===== config.mk =====
export PLATFORM = sky130hd
export DESIGN_NAME = flash_status_ctl
export DESIGN_NICKNAME = d
export VERILOG_FILES = /design/src/rtl/fsr_pkg.sv /design/src/rtl/fsr_fsm.sv /design/src/rtl/fsr_errbits.sv /design/src/rtl/fsr_nvbits.sv /design/src/rtl/flash_status_ctl.sv
export SDC_FILE = /design/constraint.sdc
export NUM_CORES = 1
export LEC_CHECK = 0
export BUFFER_PORTS_ARGS = -buffer_cell sky130_fd_sc_hd__buf_2
export CORE_MARGIN = 2
export CORE_UTILIZATION = 49
export CTS_CLUSTER_SIZE = 28
export DETAILED_ROUTE_END_ITERATION = 7
export PLACE_DENSITY = 0.9
export SYNTH_ARGS = -nofsm -noshare
export SYNTH_HDL_FRONTEND = slang
export SYNTH_SLANG_ARGS = --single-unit

===== constraint.sdc =====
create_clock -name clk -period 1.99 [get_ports clk]
set_input_delay 0.199 -clock clk [delete_from_list [all_inputs] [get_ports clk]]
set_output_delay 0.199 -clock clk [all_outputs]
set_load 0.005 [all_outputs]

===== src/rtl/fsr_pkg.sv =====
package fsr_pkg;
    typedef enum logic [1:0] {
        ST_IDLE      = 2'd0,
        ST_REG_WRITE = 2'd1,
        ST_ARRAY_OP  = 2'd2
    } fsr_state_e;

    typedef enum logic [1:0] {
        OP_PROGRAM      = 2'd0,
        OP_SECTOR_ERASE = 2'd1,
        OP_BULK_ERASE   = 2'd2,
        OP_OTHER        = 2'd3
    } fsr_op_e;

    localparam int BIT_LOCK  = 7;
    localparam int BIT_PERR  = 6;
    localparam int BIT_EERR  = 5;
    localparam int BP_HI     = 4;
    localparam int BP_LO     = 2;
    localparam int BIT_WEL   = 1;
    localparam int BIT_BUSY  = 0;
    localparam int BP_W      = BP_HI - BP_LO + 1;
endpackage


===== src/rtl/fsr_fsm.sv =====
module fsr_fsm
    import fsr_pkg::*;
#(
    parameter int WRR_CYCLES = 4
) (
    input  logic       clk,
    input  logic       srst,
    input  logic       cmd_wren,
    input  logic       cmd_wrdi,
    input  logic       cmd_wrr,
    input  logic [7:0] wrr_data,
    input  logic       lock,
    input  logic       op_start,
    input  fsr_op_e    op_kind,
    input  logic       op_done,
    output logic       busy,
    output logic       wel,
    output logic       wrr_ok,
    output logic       wrr_commit,
    output logic       arr_done,
    output fsr_op_e    arr_kind,
    output logic [7:0] wrr_value
);
    localparam int CW = (WRR_CYCLES > 1) ? $clog2(WRR_CYCLES) : 1;
    localparam logic [CW-1:0] CNT_LAST = CW'(WRR_CYCLES - 1);

    fsr_state_e    state_q, state_d;
    logic [CW-1:0] cnt_q;
    logic [7:0]    data_q;
    fsr_op_e       kind_q;
    logic          wel_q, ok_q;
    logic          wrr_take, op_take, in_idle;

    assign in_idle  = (state_q == ST_IDLE);
    assign wrr_take = in_idle && cmd_wrr && wel_q && !lock;
    assign op_take  = in_idle && !wrr_take && op_start
                      && (op_kind == OP_OTHER || wel_q);

    always_comb begin
        state_d = state_q;
        unique case (state_q)
            ST_IDLE: begin
                if (wrr_take)     state_d = ST_REG_WRITE;
                else if (op_take) state_d = ST_ARRAY_OP;
            end
            ST_REG_WRITE: if (cnt_q == CNT_LAST) state_d = ST_IDLE;
            ST_ARRAY_OP:  if (op_done) state_d = ST_IDLE;
            default:      state_d = ST_IDLE;
        endcase
    end

    always_ff @(posedge clk) begin
        if (srst) begin
            state_q <= ST_IDLE;
            cnt_q   <= '0;
            data_q  <= '0;
            kind_q  <= OP_OTHER;
        end else begin
            state_q <= state_d;
            cnt_q   <= in_idle ? '0 : cnt_q + 1'b1;
            if (wrr_take) data_q <= wrr_data;
            if (op_take)  kind_q <= op_kind;
        end
    end

    always_comb begin
        busy       = !in_idle;
        wrr_commit = (state_q == ST_REG_WRITE) && (cnt_q == CNT_LAST);
        arr_done   = (state_q == ST_ARRAY_OP) && op_done;
        arr_kind   = kind_q;
        wrr_value  = data_q;
        wel        = wel_q;
        wrr_ok     = ok_q;
    end

    always_ff @(posedge clk) begin
        if (srst) begin
            wel_q <= 1'b0;
            ok_q  <= 1'b0;
        end else begin
            ok_q <= wrr_take;
            if (wrr_commit || (arr_done && kind_q != OP_OTHER)) wel_q <= 1'b0;
            else if (in_idle && cmd_wrdi)                       wel_q <= 1'b0;
            else if (in_idle && cmd_wren)                       wel_q <= 1'b1;
        end
    end

    p_wel_rise_r2: assert property (@(posedge clk) disable iff (srst)
        $rose(wel_q) |-> $past(cmd_wren));
    p_lock_drop_r4: assert property (@(posedge clk) disable iff (srst)
        (in_idle && cmd_wrr && lock) |=> !ok_q);
    p_drop_no_latch_r3: assert property (@(posedge clk) disable iff (srst)
        (in_idle && cmd_wrr && !wel_q) |=> !ok_q);
    p_busy_hold_r10: assert property (@(posedge clk) disable iff (srst)
        (!in_idle && !wrr_commit && !arr_done) |=> $stable(wel_q));
    p_accept_busy_r5: assert property (@(posedge clk) disable iff (srst)
        ok_q |-> busy);
endmodule


===== src/rtl/fsr_errbits.sv =====
module fsr_errbits
    import fsr_pkg::*;
(
    input  logic    clk,
    input  logic    srst,
    input  logic    cmd_clsr,
    input  logic    arr_done,
    input  fsr_op_e arr_kind,
    input  logic    op_fail,
    input  logic    op_prot,
    output logic    perr,
    output logic    eerr
);
    logic perr_q, eerr_q, prog_bad, erase_bad;

    assign prog_bad  = arr_done && (arr_kind == OP_PROGRAM) && (op_fail || op_prot);
    assign erase_bad = arr_done && (((arr_kind == OP_SECTOR_ERASE) && (op_fail || op_prot))
                                 || ((arr_kind == OP_BULK_ERASE) && op_fail));

    always_ff @(posedge clk) begin
        if (srst) begin
            perr_q <= 1'b0;
            eerr_q <= 1'b0;
        end else begin
            if (prog_bad)      perr_q <= 1'b1;
            else if (cmd_clsr) perr_q <= 1'b0;
            if (erase_bad)     eerr_q <= 1'b1;
            else if (cmd_clsr) eerr_q <= 1'b0;
        end
    end

    assign perr = perr_q;
    assign eerr = eerr_q;

    p_bulk_prot_r8: assert property (@(posedge clk) disable iff (srst)
        (arr_done && arr_kind == OP_BULK_ERASE && !op_fail && !eerr_q) |=> !eerr_q);
    p_clear_r9: assert property (@(posedge clk) disable iff (srst)
        (cmd_clsr && !arr_done) |=> (!perr_q && !eerr_q));
    p_perr_cause_r7: assert property (@(posedge clk) disable iff (srst)
        $rose(perr_q) |-> $past(arr_done && arr_kind == OP_PROGRAM));
endmodule


===== src/rtl/fsr_nvbits.sv =====
module fsr_nvbits
    import fsr_pkg::*;
(
    input  logic            clk,
    input  logic            por_load,
    input  logic            rst_n,
    input  logic            cfg_bp_volatile,
    input  logic            wrr_commit,
    input  logic [7:0]      wr_val,
    output logic            lock_bit,
    output logic [BP_W-1:0] bp
);
    localparam logic [BP_W-1:0] BP_ONES = '1;

    logic            lock_q;
    logic [BP_W-1:0] bp_q;
    logic            unused_wr_bits;

    assign unused_wr_bits = ^{wr_val[BIT_PERR], wr_val[BIT_EERR], wr_val[BIT_WEL], wr_val[BIT_BUSY]};

    always_ff @(posedge clk) begin
        if (por_load) begin
            lock_q <= 1'b0;
            bp_q   <= '0;
        end else if (!rst_n) begin
            if (cfg_bp_volatile) bp_q <= BP_ONES;
        end else if (wrr_commit) begin
            lock_q <= wr_val[BIT_LOCK];
            bp_q   <= wr_val[BP_HI:BP_LO];
        end
    end

    assign lock_bit = lock_q;
    assign bp       = bp_q;

    p_nv_hold_r4: assert property (@(posedge clk) disable iff (por_load)
        (rst_n && !wrr_commit) |=> $stable({lock_q, bp_q}));
    p_vol_reset_r12: assert property (@(posedge clk) disable iff (por_load)
        (!rst_n && cfg_bp_volatile) |=> (bp_q == BP_ONES));
    p_lock_keep_r12: assert property (@(posedge clk) disable iff (por_load)
        (!rst_n) |=> $stable(lock_q));
endmodule


===== src/rtl/flash_status_ctl.sv =====
module flash_status_ctl
    import fsr_pkg::*;
#(
    parameter int WRR_CYCLES = 4
) (
    input  logic       clk,
    input  logic       rst_n,
    input  logic       por_load,
    input  logic       cfg_bp_volatile,
    input  logic       wp_n,
    input  logic       cmd_wren,
    input  logic       cmd_wrdi,
    input  logic       cmd_clsr,
    input  logic       cmd_rdsr,
    input  logic       cmd_wrr,
    input  logic [7:0] wrr_data,
    input  logic       op_start,
    input  logic [1:0] op_kind,
    input  logic       op_done,
    input  logic       op_fail,
    input  logic       op_prot,
    output logic [7:0] status,
    output logic       wrr_ok
);
    logic            srst, busy, wel, commit, arr_done, perr, eerr, lock_bit, hw_lock;
    logic            unused_rdsr;
    logic [7:0]      wr_val;
    logic [BP_W-1:0] bp;
    fsr_op_e         arr_kind;

    assign srst        = por_load || !rst_n;
    assign hw_lock     = lock_bit && !wp_n;
    assign unused_rdsr = cmd_rdsr;

    fsr_fsm #(.WRR_CYCLES(WRR_CYCLES)) u_fsm (
        .clk        (clk),
        .srst       (srst),
        .cmd_wren   (cmd_wren),
        .cmd_wrdi   (cmd_wrdi),
        .cmd_wrr    (cmd_wrr),
        .wrr_data   (wrr_data),
        .lock       (hw_lock),
        .op_start   (op_start),
        .op_kind    (fsr_op_e'(op_kind)),
        .op_done    (op_done),
        .busy       (busy),
        .wel        (wel),
        .wrr_ok     (wrr_ok),
        .wrr_commit (commit),
        .arr_done   (arr_done),
        .arr_kind   (arr_kind),
        .wrr_value  (wr_val)
    );

    fsr_errbits u_err (
        .clk      (clk),
        .srst     (srst),
        .cmd_clsr (cmd_clsr),
        .arr_done (arr_done),
        .arr_kind (arr_kind),
        .op_fail  (op_fail),
        .op_prot  (op_prot),
        .perr     (perr),
        .eerr     (eerr)
    );

    fsr_nvbits u_nv (
        .clk             (clk),
        .por_load        (por_load),
        .rst_n           (rst_n),
        .cfg_bp_volatile (cfg_bp_volatile),
        .wrr_commit      (commit),
        .wr_val          (wr_val),
        .lock_bit        (lock_bit),
        .bp              (bp)
    );

    always_comb begin
        status                = '0;
        status[BIT_LOCK]      = lock_bit;
        status[BIT_PERR]      = perr;
        status[BIT_EERR]      = eerr;
        status[BP_HI:BP_LO]   = bp;
        status[BIT_WEL]       = wel;
        status[BIT_BUSY]      = busy;
    end

    p_busy_idle_r6: assert property (@(posedge clk) disable iff (srst)
        (!busy && op_start && op_kind != 2'd3 && !wel && !cmd_wrr) |=> !busy);
endmodule


# After elaboration in Yosys (flattened, before gate mapping)
# Index checks and enable logic that the tools add are counted.
[word_totals] ram_bits=0 latch_bits=0 output_inout_bits=9 ff_bits=22 memories=0 input_bits=24 romBits=0
[classes] addsub=1 n_div=0 order_cmp=0 shifts=0 n_eq_ne=11 reduce_logical=37 n_mux=11 multipliers=0 bitwise=0
[ops] cell="logical AND 1 bit" count=17
[ops] cell="two-way mux 3 bit" count=3
[ops] cell="equality test 2 bit, second input constant" count=4
[ops] cell="two-way mux 2 bit" count=4
[ops] cell="one-hot mux 2 bit (3 select lines)" count=1
[ops] cell="nonzero test 2 bit" count=3
[ops] cell="logical NOT 1 bit" count=5
[ops] cell="logical OR 1 bit" count=5
[ops] cell="equality test 2 x 1 -> 1 bit, second input constant" count=2
[ops] cell="logical NOT 2 bit" count=2
[ops] cell="inequality test 2 x 1 -> 1 bit, second input constant" count=2
[ops] cell="inequality test 2 bit, second input constant" count=2
[ops] cell="AND reduction 2 bit" count=2
[ops] cell="two-way mux 1 bit" count=3
[ops] cell="inequality test 3 x 1 -> 1 bit, second input constant" count=1
[ops] cell="AND reduction 3 bit" count=1
[ops] cell="OR reduction 3 bit" count=1
[ops] cell="adder 2 x 1 -> 2 bit, second input constant" count=1
[ops] cell="OR reduction 2 bit" count=1

# Longest topological paths before layout
# Gate-level depths: netlist (run 1).
[depth] ltp_word=11 mapped_depth=4 depth_no_buf=4

# Hierarchy
# Synthesis (run 1) repeated with hierarchy kept, for this count alone.
[hier_totals] hier_cells=98 hier_area_um2=970.9
[modules_own_cells] mod="fsr_fsm" n_inst=1 seq_area_each_um2=320.3 area_per_inst_um2=661.9 cells_each=67
[modules_own_cells] mod="fsr_nvbits" n_inst=1 seq_area_each_um2=80.1 area_per_inst_um2=156.4 cells_each=13
[modules_own_cells] mod="fsr_errbits" n_inst=1 seq_area_each_um2=40.0 area_per_inst_um2=95.1 cells_each=11
[modules_own_cells] mod="flash_status_ctl" n_inst=1 seq_area_each_um2=0.0 area_per_inst_um2=57.6 cells_each=7

# Worst setup path before layout (run 1)
# No wires, ideal clock.
[synth_timing] path_type="reg2reg" startpoint="register u_fsm.cnt_q[0]" endpoint="register u_fsm.state_q[1]" n_path_buf=0 t_arrival_ns=1.142 stages_incl_launch_ff=5 path_slack_ns=0.718 cell_sequence="dfxtp_1 -> ha_1 -> or3b_1 -> a41oi_1 -> a311oi_1"
[synth_between] elab_chain_len=3
[synth_rtl] item="start, declared" line="fsr_fsm.sv:28" text="logic [CW-1:0] cnt_q;"
[synth_rtl] item="start signal, assigned" line="fsr_fsm.sv:60" text="cnt_q <= in_idle ? '0 : cnt_q + 1'b1;"
[synth_rtl] item="equality test 2 bit" line="fsr_fsm.sv:46" text="ST_REG_WRITE: if (cnt_q == CNT_LAST) state_d = ST_IDLE;"
[synth_rtl] item="inequality test 2 x 1 -> 1 bit (no source line)"
[synth_rtl] item="AND reduction 3 bit (no source line)"
[synth_rtl] item="end signal, assigned" line="fsr_fsm.sv:59" text="state_q <= state_d;"
[synth_rtl] item="end, declared" line="fsr_fsm.sv:27" text="fsr_state_e state_q, state_d;"
# No other way between the ends.
# A chain may end at the register's enable or synchronous reset.

# Worst setup path in the final report (run 1)
[layout_timing] startpoint="register u_fsm.state_q[0]" endpoint="output port status[0]"
[layout_between] elab_chain_len=2
[layout_rtl] item="logical NOT 2 bit" line="fsr_fsm.sv:34" text="assign in_idle = (state_q == ST_IDLE);"
[layout_rtl] item="logical NOT 1 bit" line="fsr_fsm.sv:67" text="busy = !in_idle;"
[layout_rtl] item="end, declared" line="flash_status_ctl.sv:22" text="output logic [7:0] status,"
# No other way between the ends.

==> impl_results.md, run 1 <==
* Slew HR at 0.626
* P_int at 468 uW
* DIE AREA at 2030 um^2
* Startpoint types: register
* Top post-synthesis cells by area: dfxtp_1 (44%), mux2i_1 (7.3%), a21oi_1 (6.1%), buf_4 (4.5%), nor2_1 (4.1%)
* Leading cell types by count after synthesis: dfxtp_1 (18), a21oi_1 (10), nor2_1 (9)
* Unrepaired setup endpoints after global routing: no
* Worst-Margin Slew at 0.561 ns
* Synthesized area at 827 um^2
* Logic pwr share at 0.097
* First-pass GRT wire length at 2700 um
* Pwr/cell area at 631 nW/um^2
* Required @ worst endpoint at 1.79 ns
* Worst min-delay path category: primary input to register
* Cell taking the most area after synthesis: dfxtp_1
* Clock power share at 0.290
* Starting Density at 0.537
* Total power at 607 uW
* Switching Share at 0.229
* Setup TNS at 0 ns
* Crit. End Element: output pin
* Avg Cell Area, Syn at 9.19 um^2
* Cts bufs inserted at 3
* Core region area at 1540 um^2
* # IOs at 33
* Initial DRT Pass Iterations at 4
* Max FO, Critical Path at 7
* Top cell type's share of synthesized area at 0.436
* CTS Buffer Depth at 2
* Fin crit share at 0.796
* DR iter-0 viols at 19
* Seq pwr share at 0.613
* Fmax at 631 MHz
* EDFF count, synth at 0
* GP Congestion at 0.756
* Setup violations, final at 0
* Leakage power at 0.423 nW
* TritonCTS Sinks at 18
* Clock Pin Slew Worst Setup and Hold Paths at 0.10 ns
* Sequential area share after synthesis at 0.436
* Vias in the first global route at 645
* CTS tree: yes
* Wire per inst at 12.3 um
* Maximum VDD drop at 0.000489 V
* Seq cells post-synth at 18
* Asr flop ratio synth at 0
* Chip width at 45.1 um
* Max-cap check violation count at 0
* Die Y-Extent at 45.1 um
* Distinct cells, synth at 30
* Critical path class: register to output pin
* Critical Path AT at 1.38 ns
* Vias per inst at 5.62
* Largest net degree at the start of global routing at 17
* H-Tree Depth at 1
* Hold buffer count at CTS at 0
* Hpwl dp at 1230 um
* Top-count cell post-synth: dfxtp_1
* Gate Count Post-Synth at 90
* Tot GR Track Use at 0.188
* Layout cells sized above 1 at 0.283
* Ant diodes at 0
* Buffers added on ports at 27
* CTS root buf: clkbuf_4
* Num rows at 14
* Initial antenna violation count at 0
* Clk_skew at 0.00538 ns
* Post-detailed-route count of antenna-violating nets at 0
* Nets at 140
* Yosys warnings at 0
* Synth Net Count at 115
* Area delta synth->final at 16.2%
* Outcome: finished, final reports clean
* Min Tclk post-route at 1.58 ns
* Count of final max-slew check failures at 0
* Prevailing post-synth register cell: dfxtp_1
* Final hold violation count at 0
* Total number of vias at 725
* Post-CTS setup buffer count at 0
* Total grt overflow at 0
* Drt total wl at 1590 um
* Net Sw Power at 139 uW
* Clk Latency, worst-skew pair at 0.29 ns
* Post-CTS sizing at 0
* Drc violations at 0
==> flip-flops by register name, summed over array words and instances (netlist names) <==
signal,cells
u_err.eerr,1
u_err.perr,1
u_fsm.arr_kind,2
u_fsm.cnt_q,2
u_fsm.state_q,2
u_fsm.wel,1
u_fsm.wrr_ok,1
u_fsm.wrr_value,4
u_nv.bp,3
u_nv.lock_bit,1
==> area by class of cell <==
class	count	area [um^2]
fillers	139	581
multi-input cells	62	408
flip-flops and latches	18	360
repair buffers	28	143
clock buffers	3	22.5
well taps	16	20.0
inverters	2	7.51
==> placed cells by master, fill, tap and decap left out, types with 2 or more instances in the layout <==
master     n
nor3_1     2
a21oi_1   10
mux2i_1    6
nor2b_1    2
nor2_1     9
dfxtp_1   18
nand2_1    2
nand2b_1   5
or3b_1     2
buf_2     27
clkbuf_4   3
o31ai_1    4
nand4_1    4
inv_1      2
a311oi_1   2
==> power by group through the flow <==
stage	Combinational, mW	Clock, mW	Sequential [mW]
finish	0.0589	0.176	0.372
global route	0.0662	0.197	0.373
CTS	0.0593	0.181	0.372
detailed placement	0.0589	0	0.381
global placement	0.0570	0	0.380
floorplan	0.0307	0	0.380
==> routing by layer <==
| layer | vias up | part of all wire | GRT usage |
|---|---|---|---|
| met5 | - | 0 | 0 |
| met4 | 0 | 0.013 | 0.106 |
| met3 | 4 | 0.063 | 0.0480 |
| met2 | 25 | 0.48 | 0.306 |
| met1 | 325 | 0.45 | 0.223 |
| li1 | 371 | - | - |
==> critical path, cell delays in order, from the launching register on <==
cell and delay, ns:
dfxtp_1 0.37, nor2_1 0.37, inv_1 0.19, buf_2 0.17
==> worst paths after layout <==
check	start	endpoint	slack [ns]	cells after the start
max reg2reg	u_fsm.state_q[0]	u_fsm.wrr_value[3]	0.56	4
max	u_fsm.state_q[0]	status[0]	0.41	3
min	por_load	u_nv.bp[2]	0.12	2
min reg2reg	u_fsm.cnt_q[0]	u_fsm.cnt_q[0]	0.44	1
==> per-stage QoR <==
step | std cells | util | hold WS [ns] | cell area, um^2 | setup slack [ns]
floorplan | 90 | - | 0.268 | 827 | 0.718
global placement | 126 | 0.609 | 0.417 | 938 | 0.640
detailed placement | 126 | 0.609 | 0.421 | 938 | 0.545
CTS | 129 | 0.623 | 0.110 | 961 | 0.377
global route | 129 | 0.623 | 0.118 | 961 | 0.279
finish | 129 | 0.623 | 0.117 | 961 | 0.406
==> cell families after synthesis <==
group | after synthesis | share of synthesized area
compound gates | 23 | 0.188
fa+ha+maj | 1 | 0.0151
buf+inv | 10 | 0.0711
flops | 18 | 0.436
mux | 6 | 0.0726
simple gates | 32 | 0.218
Power figures use the tool's default switching activity.
==> inputs of run 2 (changes only) <==
ABC_AREA = 1   (was default)
CORE_UTILIZATION = 46   (was 49)
PLACE_DENSITY = 0.85   (was 0.9)
clock period = 1.5 ns   (was 1.99 ns; I/O delays follow)
==> run 2 against run 1 <==
Utilization decreased by 4.0 points; largest power group unchanged; largest cell class unchanged; critical path type unchanged; area after synthesis increased by 1.8%; via count increased by 11%; cell count increased by 26%; sequential share of layout area decreased by 1.7 points; critical endpoint unchanged; worst hold slack got worse by 0.052 ns; non-clock buffer count decreased by 1; sequential power increased by 33%; power increased by 46%; setup slack got worse by 0.17 ns.
==> impl_results.md, run 2 <==
* CTS Buffer Depth at 2 (unchanged)
* Family with the most delay on the worst path: flip-flops
* Asr flop ratio synth at 0 (unchanged)
* Total power at 884 uW (+46%)
* Tot GR Track Use at 0.187 (-0.00135)
* CP Cell Sequence: nor2_4 -> inv_2 -> buf_2
* Fin crit share at 0.842
* Worst slack, placed at 0.342 ns (-0.203 ns)
* Top-count cell post-synth: nand2_1
* Synthesized area at 842 um^2 (+1.8%)
* Wire per inst at 11.0 um (-11%)
* Prevailing post-synth register cell: dfxtp_1
* Crit. End Element: output pin
* Mux share of post-synthesis cell area at 0 (-0.0726)
* Top cell type's share of synthesized area at 0.428 (-0.00777)
* Synth Area in XOR/XNOR at 0 (unchanged)
* Vias per inst at 4.98 (-11%)
* Critical Path AT at 1.11 ns (-0.27 ns)
* Filler cells at 164 (+18%)
* Final hold violation count at 0 (unchanged)
* Num rows at 15 (+1)
* Worst min-delay path category: primary input to register
* Final WS setup at 0.237 ns (-0.169 ns)
* First-pass GRT wire length at 2790 um (+3.3%)
* Dominant combinational cell family by area after synthesis: simple AND/OR/NAND/NOR gates
* Post-synthesis compound-gate area fraction at 0.105 (-0.0821)
* Count of final max-slew check failures at 0 (unchanged)
* Core region area at 1730 um^2 (+12%)
* Cell taking the most area after synthesis: dfxtp_1
* Initial DRT Pass Iterations at 4 (unchanged)
* DIE AREA at 2190 um^2 (+7.7%)
* Required @ worst endpoint at 1.35 ns (-0.44 ns)
* Hpwl dp at 1310 um (+6.2%)
* Simple-gate share of the synthesized area at 0.345 (+0.127)
* EDFF count, synth at 0 (unchanged)
* Max-cap check violation count at 0 (unchanged)
* Clock Pin Slew Worst Setup and Hold Paths at 0.11 ns (about the same)
* Post-CTS sizing at 0 (unchanged)
* Starting Density at 0.488 (-0.0488)
* Leading cell types by count after synthesis: nand2_1 (26), dfxtp_1 (18), inv_1 (13)
* Sequential area share after synthesis at 0.428 (-0.00777)
* TritonCTS Sinks at 18 (unchanged)
* Top post-synthesis cells by area: dfxtp_1 (43%), nand2_1 (12%), a21oi_1 (6.5%), inv_1 (5.8%), nand3_1 (5.3%)
* Seq cells post-synth at 18 (unchanged)
* Critical path class: register to output pin
* Worst-Margin Slew at 0.293 ns (-0.268 ns)
* Commonest non-fill, non-tap cell in the layout: buf_2
* Total grt overflow at 0 (unchanged)
* Startpoint types: register
* Layout cells sized above 1 at 0.299 (+0.0161)
* Synth Net Count at 136 (+18%)
* Initial antenna violation count at 0 (unchanged)
* Gate Count Post-Synth at 111 (+23%)
* Post-detailed-route count of antenna-violating nets at 0 (unchanged)
* Clk_skew at 0.00588 ns (+0.000498 ns)
* DR iter-0 viols at 19 (unchanged)
* Outcome: finished, final reports clean
* Min Tclk post-route at 1.26 ns
* GP Congestion at 0.817 (+8.1%)
* Unrepaired setup endpoints after global routing: no
* Met3 usage at 0.0308 (-0.0172)
* Gr busiest metal: met2
* Hold WS at 0.0651 ns (-0.0517 ns)
* GR Util met1 at 0.193 (-0.0305)
* Post-CTS setup buffer count at 0 (unchanged)
* Leakage power at 0.503 nW (+19%)
* Chip width at 46.8 um (+3.8%)
* Crit path largest cell delay at 0.41 ns (+0.04 ns)
* Share of synthesized cell area in full adder, half adder and majority cells at 0.0149 (-0.000270)
* Distinct cells, synth at 21 (-30%)
* H-Tree Depth at 1 (unchanged)
* Drt total wl at 1780 um (+12%)
* CTS root buf: clkbuf_4
* CTS tree: yes
* Slew HR at 0.805 (+0.179)
* Yosys warnings at 0 (unchanged)
* Crit-path slowest cell: dfxtp_1
* Fmax at 792 MHz
* Worst Path Buf+Inv at 2 (unchanged)
* Nets at 163 (+16%)
* Max FO, Critical Path at 6 (-1)
* Clk Latency, worst-skew pair at 0.30 ns (about the same)
* Hold buffer count at CTS at 0 (unchanged)
* Die Y-Extent at 46.8 um (+3.8%)
* Ant diodes at 0 (unchanged)
* Area delta synth->final at 19.6%
* Drc violations at 0 (unchanged)
* Maximum VDD drop at 0.000433 V (-11%)
* Pwr/cell area at 877 nW/um^2 (+39%)
* Largest register FFs at 4 (unchanged)
* Setup TNS at 0 ns (unchanged)
* Avg Cell Area, Syn at 7.59 um^2 (-17%)
* Cts bufs inserted at 3 (unchanged)
* GR Util met2 at 0.334 (+0.0285)
* Total number of vias at 806 (+11%)
* Setup violations, final at 0 (unchanged)
* # IOs at 33 (unchanged)
* Buffers added on ports at 27 (unchanged)
* Vias in the first global route at 713 (+11%)
* Most frequent cells in the layout: buf_2 (27), nand2_1 (26), dfxtp_1 (18)
* Largest net degree at the start of global routing at 11 (-6)
run 2: changes by cell type after synthesis, sizes merged, moves of 3 or more:
cell / change
nand3: +9
nand2b: -5
mux2i: -6
nor2: +3
inv: +12
o31ai: -4
nand2: +25
a21oi: +4
run 2: report_power, final:
part           internal [mW]  switching [mW]
sequential             0.487         0.00716
clock                  0.148           0.153
combinational         0.0395          0.0488
run 2: worst reg2reg max path, cell delays in order (launching register included):
cell	delay, ns
dfxtp_1	0.41
nor2_4	0.21
inv_2	0.07
a21oi_2	0.16
nand2_2	0.10
nand2_1	0.09
nand3_1	0.06
run 2: worst paths after layout:
kind                        end        startpoint  slack [ns]  depth (start not counted)
max reg2reg   u_fsm.arr_kind[0]  u_fsm.state_q[0]        0.28                          6
min          u_fsm.wrr_value[2]       wrr_data[2]        0.07                          3
min reg2reg      u_fsm.cnt_q[0]    u_fsm.cnt_q[0]        0.44                          1
max                   status[0]  u_fsm.state_q[0]        0.24                          3
run 2: through the flow:
step | utilization | cells | cell area [um^2]
floorplan | - | 111 | 842
global placement | 0.562 | 158 | 971
detailed placement | 0.562 | 158 | 971
CTS | 0.583 | 162 | 1010
global route | 0.583 | 162 | 1010
finish | 0.583 | 162 | 1010
run 2: logic make-up (layout without fill, tap and decap cells):
group	count (synthesis)	after routing
AND/OR/NAND/NOR	58	58
buffers and inverters	19	45
flip-flops	18	18
AO/OA/AOI/OAI	15	15
adder cells (fa/ha/maj)	1	1
run 2: per-layer routing:
metal	up-vias	part of all wire
met5	-	0
met4	0	0.026
met3	7	0.049
met2	27	0.52
met1	366	0.40
li1	406	-
run 2: area by class of cell:
cell class | count | area [um^2] | area share
multi-input combinational | 74 | 392 | 0.389
tap | 25 | 31.3 | 0.0311
clock buffer | 4 | 36.3 | 0.0360
timing repair buffer | 27 | 135 | 0.134
inverter | 14 | 52.6 | 0.0522
sequential | 18 | 360 | 0.358
